--- config.mk ---
export PLATFORM = sky130hd
export DESIGN_NAME = ts_latency_fix
export DESIGN_NICKNAME = d
export VERILOG_FILES = /design/src/rtl/ts_latency_fix.sv
export SDC_FILE = /design/constraint.sdc
export NUM_CORES = 1
export LEC_CHECK = 0
export BUFFER_PORTS_ARGS = -buffer_cell sky130_fd_sc_hd__buf_2
export CAP_MARGIN = 25
export CORE_MARGIN = 3
export CORE_UTILIZATION = 62
export DETAILED_ROUTE_END_ITERATION = 12
export PLACE_DENSITY_LB_ADDON = 0.1
export SYNTH_ARGS = -nofsm -noshare
export SYNTH_HDL_FRONTEND = slang
export SYNTH_SLANG_ARGS = --single-unit
--- constraint.sdc ---
create_clock -name clk -period 18.1 [get_ports clk]
set_clock_uncertainty 0.2 [all_clocks]
set_input_delay 3.62 -clock clk [delete_from_list [all_inputs] [get_ports clk]]
set_output_delay 3.62 -clock clk [all_outputs]
set_load 0.03 [all_outputs]
--- src/rtl/ts_latency_fix.sv ---
module ts_latency_fix #(
  parameter int unsigned SEC_W    = 32,
  parameter int unsigned NS_W     = 31,
  parameter int unsigned FRAC_W   = 8,
  parameter int unsigned FRAC_LSB = 8,
  parameter int unsigned DEC_MOD  = 1000000000
) (
  input  logic              clk,
  input  logic              rst_n,
  input  logic              cfg_we,
  input  logic [1:0]        cfg_sel,
  input  logic [NS_W:0]     cfg_wdata,
  input  logic              dec_mode,
  input  logic              in_vld,
  input  logic              in_dir,
  input  logic [SEC_W-1:0]  in_sec,
  input  logic [NS_W-1:0]   in_ns,
  input  logic [FRAC_W-1:0] in_sub,
  output logic              out_vld,
  output logic              out_dir,
  output logic [SEC_W-1:0]  out_sec,
  output logic [NS_W-1:0]   out_ns,
  output logic [FRAC_W-1:0] out_sub
);
  localparam int unsigned TW = NS_W + 1;
  localparam logic [TW-1:0] MOD_DEC = TW'(DEC_MOD);
  localparam logic [TW-1:0] MOD_BIN = {1'b1, {NS_W{1'b0}}};

  logic [TW-1:0]     ing_ns, egr_ns;
  logic [FRAC_W-1:0] ing_fr, egr_fr;

  always_ff @(posedge clk) begin
    if (!rst_n) begin
      ing_ns <= '0;
      egr_ns <= '0;
      ing_fr <= '0;
      egr_fr <= '0;
    end else if (cfg_we) begin
      case (cfg_sel)
        2'd0: ing_ns <= cfg_wdata;
        2'd1: ing_fr <= cfg_wdata[FRAC_LSB +: FRAC_W];
        2'd2: egr_ns <= cfg_wdata;
        default: egr_fr <= cfg_wdata[FRAC_LSB +: FRAC_W];
      endcase
    end
  end

  logic [TW-1:0]     sel_ns;
  logic [FRAC_W-1:0] sel_fr;
  logic [FRAC_W:0]   fr_sum;
  logic [TW-1:0]     ns_sum;

  assign sel_ns = in_dir ? egr_ns : ing_ns;
  assign sel_fr = in_dir ? egr_fr : ing_fr;
  assign fr_sum = {1'b0, in_sub} + {1'b0, sel_fr};
  assign ns_sum = {1'b0, in_ns} + {1'b0, sel_ns[NS_W-1:0]} + TW'(fr_sum[FRAC_W]);

  logic              s1_vld, s1_dir, s1_neg;
  logic [SEC_W-1:0]  s1_sec;
  logic [TW-1:0]     s1_sum, s1_mod;
  logic [FRAC_W-1:0] s1_fr;

  always_ff @(posedge clk) begin
    if (!rst_n) begin
      s1_vld <= 1'b0;
      s1_dir <= 1'b0;
      s1_neg <= 1'b0;
      s1_sec <= '0;
      s1_sum <= '0;
      s1_mod <= MOD_BIN;
      s1_fr  <= '0;
    end else begin
      s1_vld <= in_vld;
      if (in_vld) begin
        s1_dir <= in_dir;
        s1_neg <= sel_ns[NS_W];
        s1_sec <= in_sec;
        s1_sum <= ns_sum;
        s1_mod <= dec_mode ? MOD_DEC : MOD_BIN;
        s1_fr  <= fr_sum[FRAC_W-1:0];
      end
    end
  end

  logic              at_or_over;
  logic [TW-1:0]     wrapped;
  logic [SEC_W-1:0]  sec_adj;

  assign at_or_over = s1_sum >= s1_mod;
  assign wrapped    = at_or_over ? s1_sum - s1_mod : s1_sum;
  assign sec_adj    = (at_or_over && !s1_neg) ? s1_sec + SEC_W'(1) :
                      (!at_or_over && s1_neg) ? s1_sec - SEC_W'(1) : s1_sec;

  always_ff @(posedge clk) begin
    if (!rst_n) begin
      out_vld <= 1'b0;
      out_dir <= 1'b0;
      out_sec <= '0;
      out_ns  <= '0;
      out_sub <= '0;
    end else begin
      out_vld <= s1_vld;
      if (s1_vld) begin
        out_dir <= s1_dir;
        out_sec <= sec_adj;
        out_ns  <= wrapped[NS_W-1:0];
        out_sub <= s1_fr;
      end
    end
  end
endmodule


Yosys cells after proc, flatten, opt, wreduce, memory -nomap -nowiden --
Cells that the tools add are included.
Word-level totals: register bits after elaboration 260, input port bits 111, output and inout port bits 73, logic and storage cells 42
Cells by class: add/subtract/negate cells 6, $lt $le $gt $ge 1, equality and inequality tests 2, mux-type cells 6, bitwise logic cells 1, reductions and logical operators 10
Operators by type and width (number):
- 32-bit 2-to-1 mux | 4
- 31-bit by 31-bit adder with 32-bit output | 1
- 32-bit by 1-bit adder with 32-bit output | 1
- 32-bit by 1-bit adder with 32-bit output (second input constant) | 1
- 32-bit >= comparator | 1
- 32-bit by 1-bit subtractor with 32-bit output (second input constant) | 1
- 31-bit 2-to-1 mux | 1
- 31-bit subtractor | 1
- 8-bit by 8-bit adder with 9-bit output | 1
- 8-bit 2-to-1 mux | 1
- 2-bit AND reduction | 4
- 3-bit OR reduction | 1
- 2-bit by 1-bit equality test with 1-bit output (second input constant) | 1
- 2-bit equality test (second input constant) | 1
- 1-bit logical AND | 2
- 1-bit logical NOT | 2
- 2-bit logical NOT | 1
- 1-bit inverter | 1

Longest topological paths before layout --
Gate-level depths: netlist (run 1).
depth in word-level cells 5, gate-level depth with buffers 23, mapped depth without buffers 21

Worst setup path before layout (run 1) --
Ideal clock, no wire load.
path type input-to-reg, from input port in_dir, to register s1_sum[24], library setup time 0.117 ns, arrival time 8.079 ns, data required time 17.783 ns, path slack 9.703 ns, cell stages on the path 23, path buffers 2, cells stage by stage clkbuf_1 > buf_1 > mux2_2 > ha_1 > fa_1 > a21oi_1 > o21bai_1 > a21oi_1 > nor2_1 > nor2_1 > nor2b_1 > o21ai_0 > nand2b_1 > fa_1 > a21oi_1 > nor2_1 > or3_1 > nand4_1 > nand3_1 > a21oi_1 > nor2b_1 > or3_1 > a32o_1
On the way: cells in the longest elaborated chain, start to end 3, elaborated cells between the ends (all ways) 5, classes of those cells add/sub: 3; mux: 2
Ends and longest elaborated chain:
- start: declaration | line 15 | input logic in_dir,
- 32-bit 2-to-1 mux or 8-bit 2-to-1 mux (tied branches) | line 53, 54
- 31-bit by 31-bit adder with 32-bit output or 8-bit by 8-bit adder with 9-bit output (tied branches) | line 56, 55
- 32-bit by 1-bit adder with 32-bit output * | line 56 | assign ns_sum = {1'b0, in_ns} + {1'b0, sel_ns[NS_W-1:0]} + TW'(fr_sum[FRAC_W]);
- end signal: assignment | line 78 | s1_sum <= ns_sum;
- end: declaration | line 60 | logic [TW-1:0] s1_sum, s1_mod;
Mark *: on every way between the ends. The rest lies on a longest branch, timed or not. A chain may end at the register's enable or synchronous reset.

Final worst setup path (run 1) --
Same ends and word-level chain as after synthesis.

==> impl_metrics.py, run 1 <==
metrics = {
    "routing": {
        "drc": 0,
        "via_per_inst": 5.883,
        "drtIter0Drc": 830,
        "wl_um": 30900,
        "first_pass_iters": 7,
        "wire_per_inst_um": 16.77,
        "ant_nets": 0,
        "num_vias": 10843,
    },
    "synthesis": {
        "synthDominantCellAreaShare_pct": 37.95,
        "seq_area_frac_synth_pct": 37.95,
        "synth_cell_types": 74,
        "synth_area_per_cell_um2": 8.461,
        "synth_area_leaders": "dfxtp_1 (38%), mux2i_1 (8.9%), nand2_1 (6.1%)",
        "synthFlopType": "dfxtp_1",
        "ys_ff_latch": 230,
        "synth_top_area_cell": "dfxtp_1",
        "yosysMostFrequentCell": "dfxtp_1",
        "synth_enable_flop_cells": 0,
        "synth.cells.most_frequent": "dfxtp_1 (230), nand2_1 (198), nor2_1 (168)",
        "ys_warn_count": 0,
        "syn-cell-area_um2": 12130,
        "syn-instance-count": 1434,
        "postSynthNetCount": 1602,
        "ys_async_sr_fraction_pct": 0,
    },
    "global_route": {
        "grt_pass1_vias": 10098,
        "antenna_found_initial": 0,
        "overflow": 0,
        "grt_max_degree": 129,
        "grt_usage_pct": 27.92,
        "grt_pass1_wl_um": 50460,
    },
    "floorplanning": {
        "die_w_um": 145.9,
        "core_um2": 18960,
        "die_h_um": 145.9,
        "ios": 184,
        "dieArea_um2": 21280,
        "initial_core_util_pct": 64.01,
        "num_rows": 50,
    },
    "cts": {
        "cts_hold_buf": 0,
        "clockRootBuffer": "clkbuf_16",
        "ctsResizeCount": 0,
        "insertion_delay_ns": 0.53,
        "cts_buffers": 25,
        "cts_tree": "done",
        "clk_transition_reported_paths_ns": 0.06,
        "clock_sinks": 230,
        "cts_max_path_buffers": 3,
        "postCtsSetupBuffers": 0,
        "htreeDepth": 1,
    },
    "worst_setup_path": {
        "rr_worst_depth": 21,
        "cp-start-kind": "input pin",
        "crit_arrival_ns": 8.61,
        "reg2reg_slack_ns": 13.19,
        "critical_path_class": "input pin to flop",
        "crit_fanout": 41,
        "reg2reg_from": "ing_fr[0]",
        "cp-end-kind": "flop",
        "worstPathRequired_ns": 18.33,
        "r2r-end": "s1_sum[24]",
    },
    "layout": {
        "syn2layout_area_growth_pct": 15.48,
        "final_core_util_pct": 73.91,
        "drive_gt1_share_pct": 18.26,
        "diodes": 0,
        "fin_nets": 1734,
    },
    "pwr": {
        "p_leak_nw": 6.218,
        "power_density_nw_per_um2": 93.02,
        "peakVddDrop_mv": 0.08463,
    },
    "timing": {
        "finalSetupTns_ns": 0,
        "max_freq_ghz": 0.1193,
        "setup_violations": 0,
        "hold_viol": 0,
        "slew_violations": 0,
        "maxSlewHeadroom_pct": 36.51,
        "tightest_slew_ns": 0.9451,
        "period_needed_ns": 8.379,
        "finalCritPeriodShare_pct": 46.29,
        "rsz0062_at_grt": "false",
    },
    "worst_hold_path": {
        "min_to": "ing_ns[20]",
        "hold_path_depth": 2,
        "hold_start": "ing_ns[20]",
        "worstHoldPathType": "flop to flop",
    },
    "run": {
        "drv_cap": 0,
    },
    "outcome": {
        "status": "completed",
    },
    "placement": {
        "gp_congestion": 0.9237,
        "hpwl_um": 21730,
        "io_buffers": 183,
    },
}
[cells by family after synthesis]
family | after synthesis | synth area share [%]
AOI/OAI and AO/OA | 277 | 14.55
xor gates and xnor gates | 63 | 4.548
adders and majority gates | 57 | 6.002
buffers and inverters | 114 | 3.702
DFF | 230 | 37.95
muxes | 147 | 12.53
and+or+nand+nor | 546 | 20.72
[critical path, cell delays in order]
cell      delay, ns
buf_2          0.08
buf_4          0.47
mux2_2         0.41
ha_1           0.21
fa_1           0.40
a21oi_1        0.15
o21bai_1       0.10
a21oi_1        0.17
nor2_1         0.05
nor2_1         0.14
nor2b_1        0.06
o21ai_0        0.14
nand2b_1       0.09
fa_1           0.41
a21oi_1        0.26
nor2_1         0.14
or3_1          0.41
nand4_1        0.17
nand3_1        0.15
a21oi_1        0.31
nor2b_1        0.10
or3_1          0.31
a32o_1         0.24
[placed cells by master, fill, tap and decap left out, drive strengths merged, types with 4 or more instances in the layout]
cell / count
a211o: 4
a211oi: 19
a21boi: 4
a21o: 11
a21oi: 107
a22oi: 6
a311oi: 6
a31oi: 12
a32oi: 7
and3: 17
and4: 4
buf: 194
clkbuf: 36
dfxtp: 230
ha: 55
inv: 27
mux2: 39
mux2i: 108
nand2: 198
nand2b: 10
nand3: 30
nand3b: 16
nand4: 12
nor2: 168
nor2b: 15
nor3: 25
nor4: 11
o211ai: 13
o21a: 8
o21ai: 48
o31a: 4
or3: 16
or4: 9
xnor2: 35
xor2: 28
[state kept, by name, summed over array words and instances, names as in the netlist]
name and flops:
out_ns 31, out_sec 32, s1_mod 2, s1_fr 8, out_sub 8, s1_sum 32, ing_ns 32, s1_sec 32
out_dir 1, s1_dir 1, ing_fr 8, egr_ns 32, egr_fr 8, out_vld 1, s1_neg 1, s1_vld 1
[routing by layer]
metal | global-route usage (%) | vias up | share of wire (%)
li1 | - | 5335 | -
met1 | 39.33 | 5084 | 45
met2 | 45.71 | 372 | 46
met3 | 3.363 | 52 | 6.3
met4 | 7.217 | 0 | 2.6
met5 | 0 | - | 0
[power breakdown]
group	total [W]	switching (W)	internal (W)
clock network	0.000524	0.000205	0.000319
registers	0.000557	0.0000246	0.000532
logic	0.000222	0.000132	0.0000906
total	0.00130	0.000362	0.000942
[through the flow]
step	cells	hold WS [ns]	setup WS (ns)	power, W	instance area, um^2
floorplan	1434	0.2329	9.703	0.0007243	12130
global placement	1796	0.2366	9.340	0.0007806	13100
detailed placement	1797	0.2431	9.203	0.0007854	13100
CTS	1841	0.2525	9.748	0.001306	13960
global route	1843	0.2681	9.272	0.001358	14010
finish	1843	0.2511	9.721	0.001303	14010
[cell type report]
class / count / area [um^2]
flip-flops and latches: 230 / 4608
inverters: 25 / 98.84
well taps: 260 / 325.3
multi-input cells: 1090 / 7087
repair buffers: 194 / 1039
clock buffers: 36 / 716.9
clock inverters: 8 / 136.4
fillers: 1504 / 4945
[how the worst max path moves through the flow]
stage               slack (ns)         end  depth (start not counted)   start
CTS                       9.75  s1_sum[24]                         23  in_dir
global route              9.27  s1_sum[24]                         23  in_dir
floorplan                 9.70  s1_sum[24]                         23  in_dir
finish                    9.72  s1_sum[24]                         23  in_dir
detailed placement        9.20  s1_sum[24]                         23  in_dir
global placement          9.34  s1_sum[24]                         23  in_dir
No activity file was read; power rests on OpenSTA's default activity.
==> run 2: changes to the inputs <==
Settings changed: CORE_UTILIZATION 62 to 52.
Clock period 18.1 ns to 7.2 ns, I/O delays scaled along.
==> run 2 against run 1 <==
  * Power grew to 2.6 times the previous value
  * Design area is 0.42% higher
  * Sequential share of layout area fell by 0.14 points
  * Clock-buffer cell count increased by 3
  * Clock power rose to 2.6 times the previous value
  * Die area up 18%
  * Routed wire length increased by 2.4%
  * Sequential power grew to 2.5 times the previous value
  * Global-route usage down 3.7 points
  * Largest power group unchanged
==> impl_metrics.py, run 2 (synthesis gave the netlist of run 1 again) <==
metrics = {
    "outcome": {
        "status": "completed",
    },
    "layout": {
        "final_core_util_pct": 61.77,
        "drive_gt1_share_pct": 18.39,
        "final_cell_mix": "dfxtp_1 (229), nand2_1 (198), buf_2 (182), nor2_1 (167), mux2i_1 (108)",
        "syn2layout_area_growth_pct": 15.96,
        "diodes": 0,
        "fin_nets": 1732,
        "final_common_cell": "dfxtp_1",
    },
    "worst_hold_path": {
        "hold_start": "egr_ns[10]",
        "min_to": "egr_ns[10]",
        "hold_path_depth": 2,
        "worstHoldPathType": "flop to flop",
    },
    "timing": {
        "hold_slack_ns": 0.2483,
        "hold_viol": 0,
        "maxSlewHeadroom_pct": 32.25,
        "fin_ws_ns": 1.259,
        "rsz0062_at_grt": "false",
        "finalCritPeriodShare_pct": 82.51,
        "max_freq_ghz": 0.1683,
        "slew_violations": 0,
        "finalSetupTns_ns": 0,
        "setup_violations": 0,
        "tightest_slew_ns": 1.016,
        "period_needed_ns": 5.941,
    },
    "cts": {
        "ctsResizeCount": 0,
        "cts_max_path_buffers": 3,
        "postCtsSetupBuffers": 0,
        "cts_hold_buf": 0,
        "clk_transition_reported_paths_ns": 0.06,
        "cts_tree": "done",
        "htreeDepth": 1,
        "cts_buffers": 25,
        "clock_sinks": 230,
        "clockRootBuffer": "clkbuf_16",
        "insertion_delay_ns": 0.53,
    },
    "worst_setup_path": {
        "r2r-end": "s1_sum[24]",
        "crit_fanout": 38,
        "crit_path_cell_trace": "buf_2 > buf_4 > mux2_2 > ha_1 > inv_1 > o21bai_1 > a21oi_1 > nor2_1 > nor2_1 > nor2b_1 > o21ai_0 > nand2b_1 > fa_1 > a21oi_1 > nor2_1 > or3_1 > nand4_1 > nand3_1 > a21oi_1 > nor2b_1 > or3_1 > a32o_1",
        "reg2reg_from": "egr_fr[0]",
        "critPathTopFamily": "simple AND/OR/NAND/NOR gates",
        "crit_arrival_ns": 6.16,
        "slowest_stage": "buf_4",
        "rr_worst_depth": 21,
        "cp-start-kind": "input pin",
        "crit_buf_inv": 3,
        "max_stage_delay_ns": 0.49,
        "reg2reg_slack_ns": 2.24,
        "worstPathRequired_ns": 7.42,
        "cp-end-kind": "flop",
        "critical_path_class": "input pin to flop",
    },
    "placement": {
        "io_buffers": 183,
        "hpwl_um": 22420,
        "post-place-ws_ns": 0.7387,
        "gp_congestion": 0.8759,
    },
    "floorplanning": {
        "dieArea_um2": 25200,
        "die_h_um": 158.8,
        "initial_core_util_pct": 53.27,
        "num_rows": 55,
        "core_um2": 22780,
        "die_w_um": 158.8,
        "ios": 184,
    },
    "pwr": {
        "clkPwrFrac_pct": 41.2,
        "power_frac_seq_pct": 42.1,
        "swShare_pct": 27.37,
        "power.internal_w": 0.002418,
        "power_density_nw_per_um2": 236.6,
        "combPwrFrac_pct": 16.6,
        "report.power.total_w": 0.003329,
        "p_leak_nw": 6.217,
        "switchingPower_w": 0.0009114,
        "peakVddDrop_mv": 0.1617,
    },
    "global_route": {
        "grt_pass1_vias": 9776,
        "overflow": 0,
        "antenna_found_initial": 0,
        "grt_usage_pct": 24.20,
        "grt_pass1_wl_um": 51510,
        "grt_max_degree": 138,
    },
    "routing": {
        "dr.max_layer_used": "met4",
        "wl_um": 31630,
        "met1Wirelength_um": 15120,
        "num_vias": 10568,
        "first_pass_iters": 5,
        "drc": 0,
        "via_per_inst": 5.577,
        "dr_wl_met2_um": 14130,
        "wire_per_inst_um": 16.69,
        "drtIter0Drc": 681,
        "ant_nets": 0,
        "met3_length_um": 1779,
    },
    "run": {
        "drv_cap": 0,
    },
}
-- run 2: per-layer routing --
layer | up-vias | GRT usage [%]
li1 | 5342 | -
met2 | 288 | 38.77
met3 | 40 | 3.679
met4 | 0 | 5.253
met1 | 4898 | 34.70
met5 | - | 0
-- run 2: power by group through the flow --
stage	logic (W)	registers, W	clock network [W]
6_report	0.000554	0.00140	0.00137
5_1_grt	0.000612	0.00141	0.00145
4_1_cts	0.000554	0.00140	0.00140
3_5_place_dp	0.000550	0.00143	0
3_3_place_gp	0.000544	0.00143	0
2_1_floorplan	0.000387	0.00143	0
-- run 2: tightest hold or removal path, delay by kind of cell (launching register included) --
family,cells,cell delay (ns)
flip-flops,1,0.30
AND/OR/NAND/NOR,1,0.05
AO/OA/AOI/OAI,1,0.05
-- run 2: area by class of cell --
cell class	instances	area (um^2)
Clock buffer	39	788.3
Clock inverter	6	112.6
Fill cell	2102	8708
Inverter	25	98.84
Multi-Input combinational cell	1090	7087
Sequential cell	230	4608
Tap cell	313	391.6
Timing Repair Buffer	192	983.4
-- run 2: worst max path at each step --
stage,from,to,slack [ns],cells past startpoint
after floorplan,in_dir,s1_sum[24],0.98,23
after global placement,in_dir,s1_sum[24],0.81,22
after detailed placement,in_dir,s1_sum[24],0.74,22
after CTS,in_dir,s1_sum[24],1.27,22
after global routing,in_dir,s1_sum[24],0.82,22
final,in_dir,s1_sum[24],1.26,22
-- run 2: metrics by stage --
stage | cell area (um^2) | instances
final | 14070 | 1895
after global routing | 14070 | 1895
after CTS | 14060 | 1894
after global placement | 13160 | 1849
after detailed placement | 13160 | 1849
after floorplan | 12130 | 1434
==> run 3: changes to the inputs <==
Settings changed: CORE_UTILIZATION 52 to 58.
Clock period 7.2 ns to 6.1 ns, I/O delays scaled along.
==> run 3 against run 2 <==
  * Power up 13%
  * Largest power group unchanged
  * Largest cell class unchanged
  * Utilization up 6.6 points
  * Flip-flop and latch count unchanged
  * First-iteration DRC count decreased by 6.6%
  * Clock-buffer cell count fell by 5
  * Hold slack better by 0.0037 ns
  * Via count is 0.32% higher
  * Register-to-register slack lost 1.0 ns
  * Die area is 10% lower
  * Critical path type unchanged
==> impl_metrics.py, run 3 (synthesis gave the netlist of run 1 again) <==
metrics = {
    "global_route": {
        "antenna_found_initial": 0,
        "overflow": 0,
        "grt_usage_pct": 26.39,
        "grt_pass1_wl_um": 49290,
        "grt_pass1_vias": 9606,
        "grt_max_degree": 132,
    },
    "timing": {
        "hold_slack_ns": 0.2520,
        "fin_ws_ns": 0.6260,
        "rsz0062_at_grt": "false",
        "maxSlewHeadroom_pct": 24.31,
        "finalSetupTns_ns": 0,
        "finalCritPeriodShare_pct": 89.74,
        "setup_violations": 0,
        "period_needed_ns": 5.474,
        "max_freq_ghz": 0.1827,
        "hold_viol": 0,
        "tightest_slew_ns": 1.125,
        "slew_violations": 0,
    },
    "worst_hold_path": {
        "hold_start": "egr_ns[29]",
        "hold_path_depth": 2,
        "min_to": "egr_ns[29]",
        "worstHoldPathType": "flop to flop",
    },
    "placement": {
        "gp_congestion": 0.9029,
        "io_buffers": 183,
        "place_inst": 1809,
        "post-place-ws_ns": 0.08295,
        "hpwl_um": 21800,
    },
    "pwr": {
        "clkPwrFrac_pct": 38.4,
        "peakVddDrop_mv": 0.1930,
        "p_leak_nw": 6.170,
        "switchingPower_w": 0.001063,
        "swShare_pct": 28.37,
        "power_frac_seq_pct": 44.2,
        "power.internal_w": 0.002684,
        "combPwrFrac_pct": 17.5,
        "power_density_nw_per_um2": 269.3,
    },
    "floorplanning": {
        "initial_core_util_pct": 59.58,
        "core_um2": 20360,
        "ios": 184,
        "num_rows": 52,
        "dieArea_um2": 22690,
        "die_w_um": 150.6,
        "die_h_um": 150.6,
    },
    "routing": {
        "wire_per_inst_um": 16.72,
        "num_vias": 10602,
        "wl_um": 30970,
        "ant_nets": 0,
        "first_pass_iters": 5,
        "drtIter0Drc": 636,
        "via_per_inst": 5.725,
        "drc": 0,
    },
    "cts": {
        "clk_transition_reported_paths_ns": 0.06,
        "cts_hold_buf": 0,
        "ctsResizeCount": 0,
        "insertion_delay_ns": 0.52,
        "cts_buffers": 24,
        "postCtsSetupBuffers": 0,
        "cts_max_path_buffers": 3,
        "clockRootBuffer": "clkbuf_16",
        "cts_tree": "done",
        "htreeDepth": 1,
        "clock_sinks": 230,
    },
    "worst_setup_path": {
        "rr_worst_depth": 21,
        "reg2reg_from": "egr_fr[0]",
        "cp-end-kind": "flop",
        "crit_arrival_ns": 5.68,
        "critical_path_class": "input pin to flop",
        "cp-start-kind": "input pin",
        "crit_fanout": 4,
        "reg2reg_slack_ns": 1.24,
        "r2r-end": "s1_sum[24]",
        "worstPathRequired_ns": 6.31,
    },
    "layout": {
        "final_cells": 1852,
        "diodes": 0,
        "syn2layout_area_growth_pct": 14.68,
        "final_common_cell": "dfxtp_1",
        "final_cell_mix": "dfxtp_1 (229), nand2_1 (198), buf_2 (182), nor2_1 (167), mux2i_1 (108)",
        "fin_nets": 1733,
        "drive_gt1_share_pct": 18.33,
    },
    "run": {
        "drv_cap": 0,
    },
    "outcome": {
        "status": "completed",
    },
}
## run 3: worst max path at each step
| stage | from | to | cells after the start | slack, ns |
|---|---|---|---|---|
| 3_5_place_dp | in_dir | s1_sum[24] | 22 | 0.08 |
| 4_1_cts | in_dir | s1_sum[24] | 22 | 0.62 |
| 3_3_place_gp | in_dir | s1_sum[24] | 22 | 0.20 |
| 2_1_floorplan | in_dir | s1_sum[24] | 23 | 0.10 |
| 5_1_grt | in_dir | s1_sum[24] | 22 | 0.29 |
| 6_report | in_dir | s1_sum[24] | 22 | 0.63 |
## run 3: per-stage QoR
step           utilization, %  area (um^2)  power, W
2_1_floorplan               -        12130  0.002149
3_3_place_gp            64.49        13130  0.002322
3_5_place_dp            64.49        13130  0.002332
4_1_cts                 68.33        13910  0.003765
5_1_grt                 68.33        13910  0.003908
6_report                68.33        13910  0.003747
## run 3: area by class of cell
class | count | area, um^2
Tap cell | 270 | 337.8
Fill cell | 1736 | 6450
Sequential cell | 230 | 4608
Clock buffer | 34 | 698.2
Clock inverter | 9 | 83.83
Inverter | 25 | 98.84
Multi-Input combinational cell | 1090 | 7087
Timing Repair Buffer | 194 | 1001
## run 3: power groups by stage
stage	Combinational, W	Sequential [W]	Clock, W
2_1_floorplan	0.000457	0.00169	0
3_5_place_dp	0.000647	0.00169	0
5_1_grt	0.000722	0.00166	0.00152
4_1_cts	0.000653	0.00165	0.00146
3_3_place_gp	0.000639	0.00168	0
6_report	0.000655	0.00165	0.00144
## run 3: routing by layer
| layer | up-vias | part of all wire, % | routed length, um | global-route usage, % |
|---|---|---|---|---|
| met4 | 0 | 1.8 | 572 | 5.712 |
| met1 | 4887 | 46 | 14110 | 38.24 |
| met2 | 342 | 45 | 14030 | 42.32 |
| li1 | 5336 | - | - | - |
| met5 | - | 0 | 0 | 0 |
| met3 | 37 | 7.3 | 2260 | 3.371 |
## run 3: worst max-delay path: stages
cell	delay, ns
buf_2	0.15
mux2_2	0.35
ha_1	0.20
fa_1	0.40
a21oi_1	0.18
o21bai_1	0.11
a21oi_1	0.16
nor2_1	0.05
nor2_1	0.15
nor2b_1	0.06
o21ai_0	0.14
nand2b_1	0.09
fa_1	0.40
a21oi_1	0.28
nor2_1	0.12
or3_1	0.38
nand4_1	0.16
nand3_1	0.15
a21oi_1	0.28
nor2b_1	0.08
or3_1	0.30
a32o_1	0.24
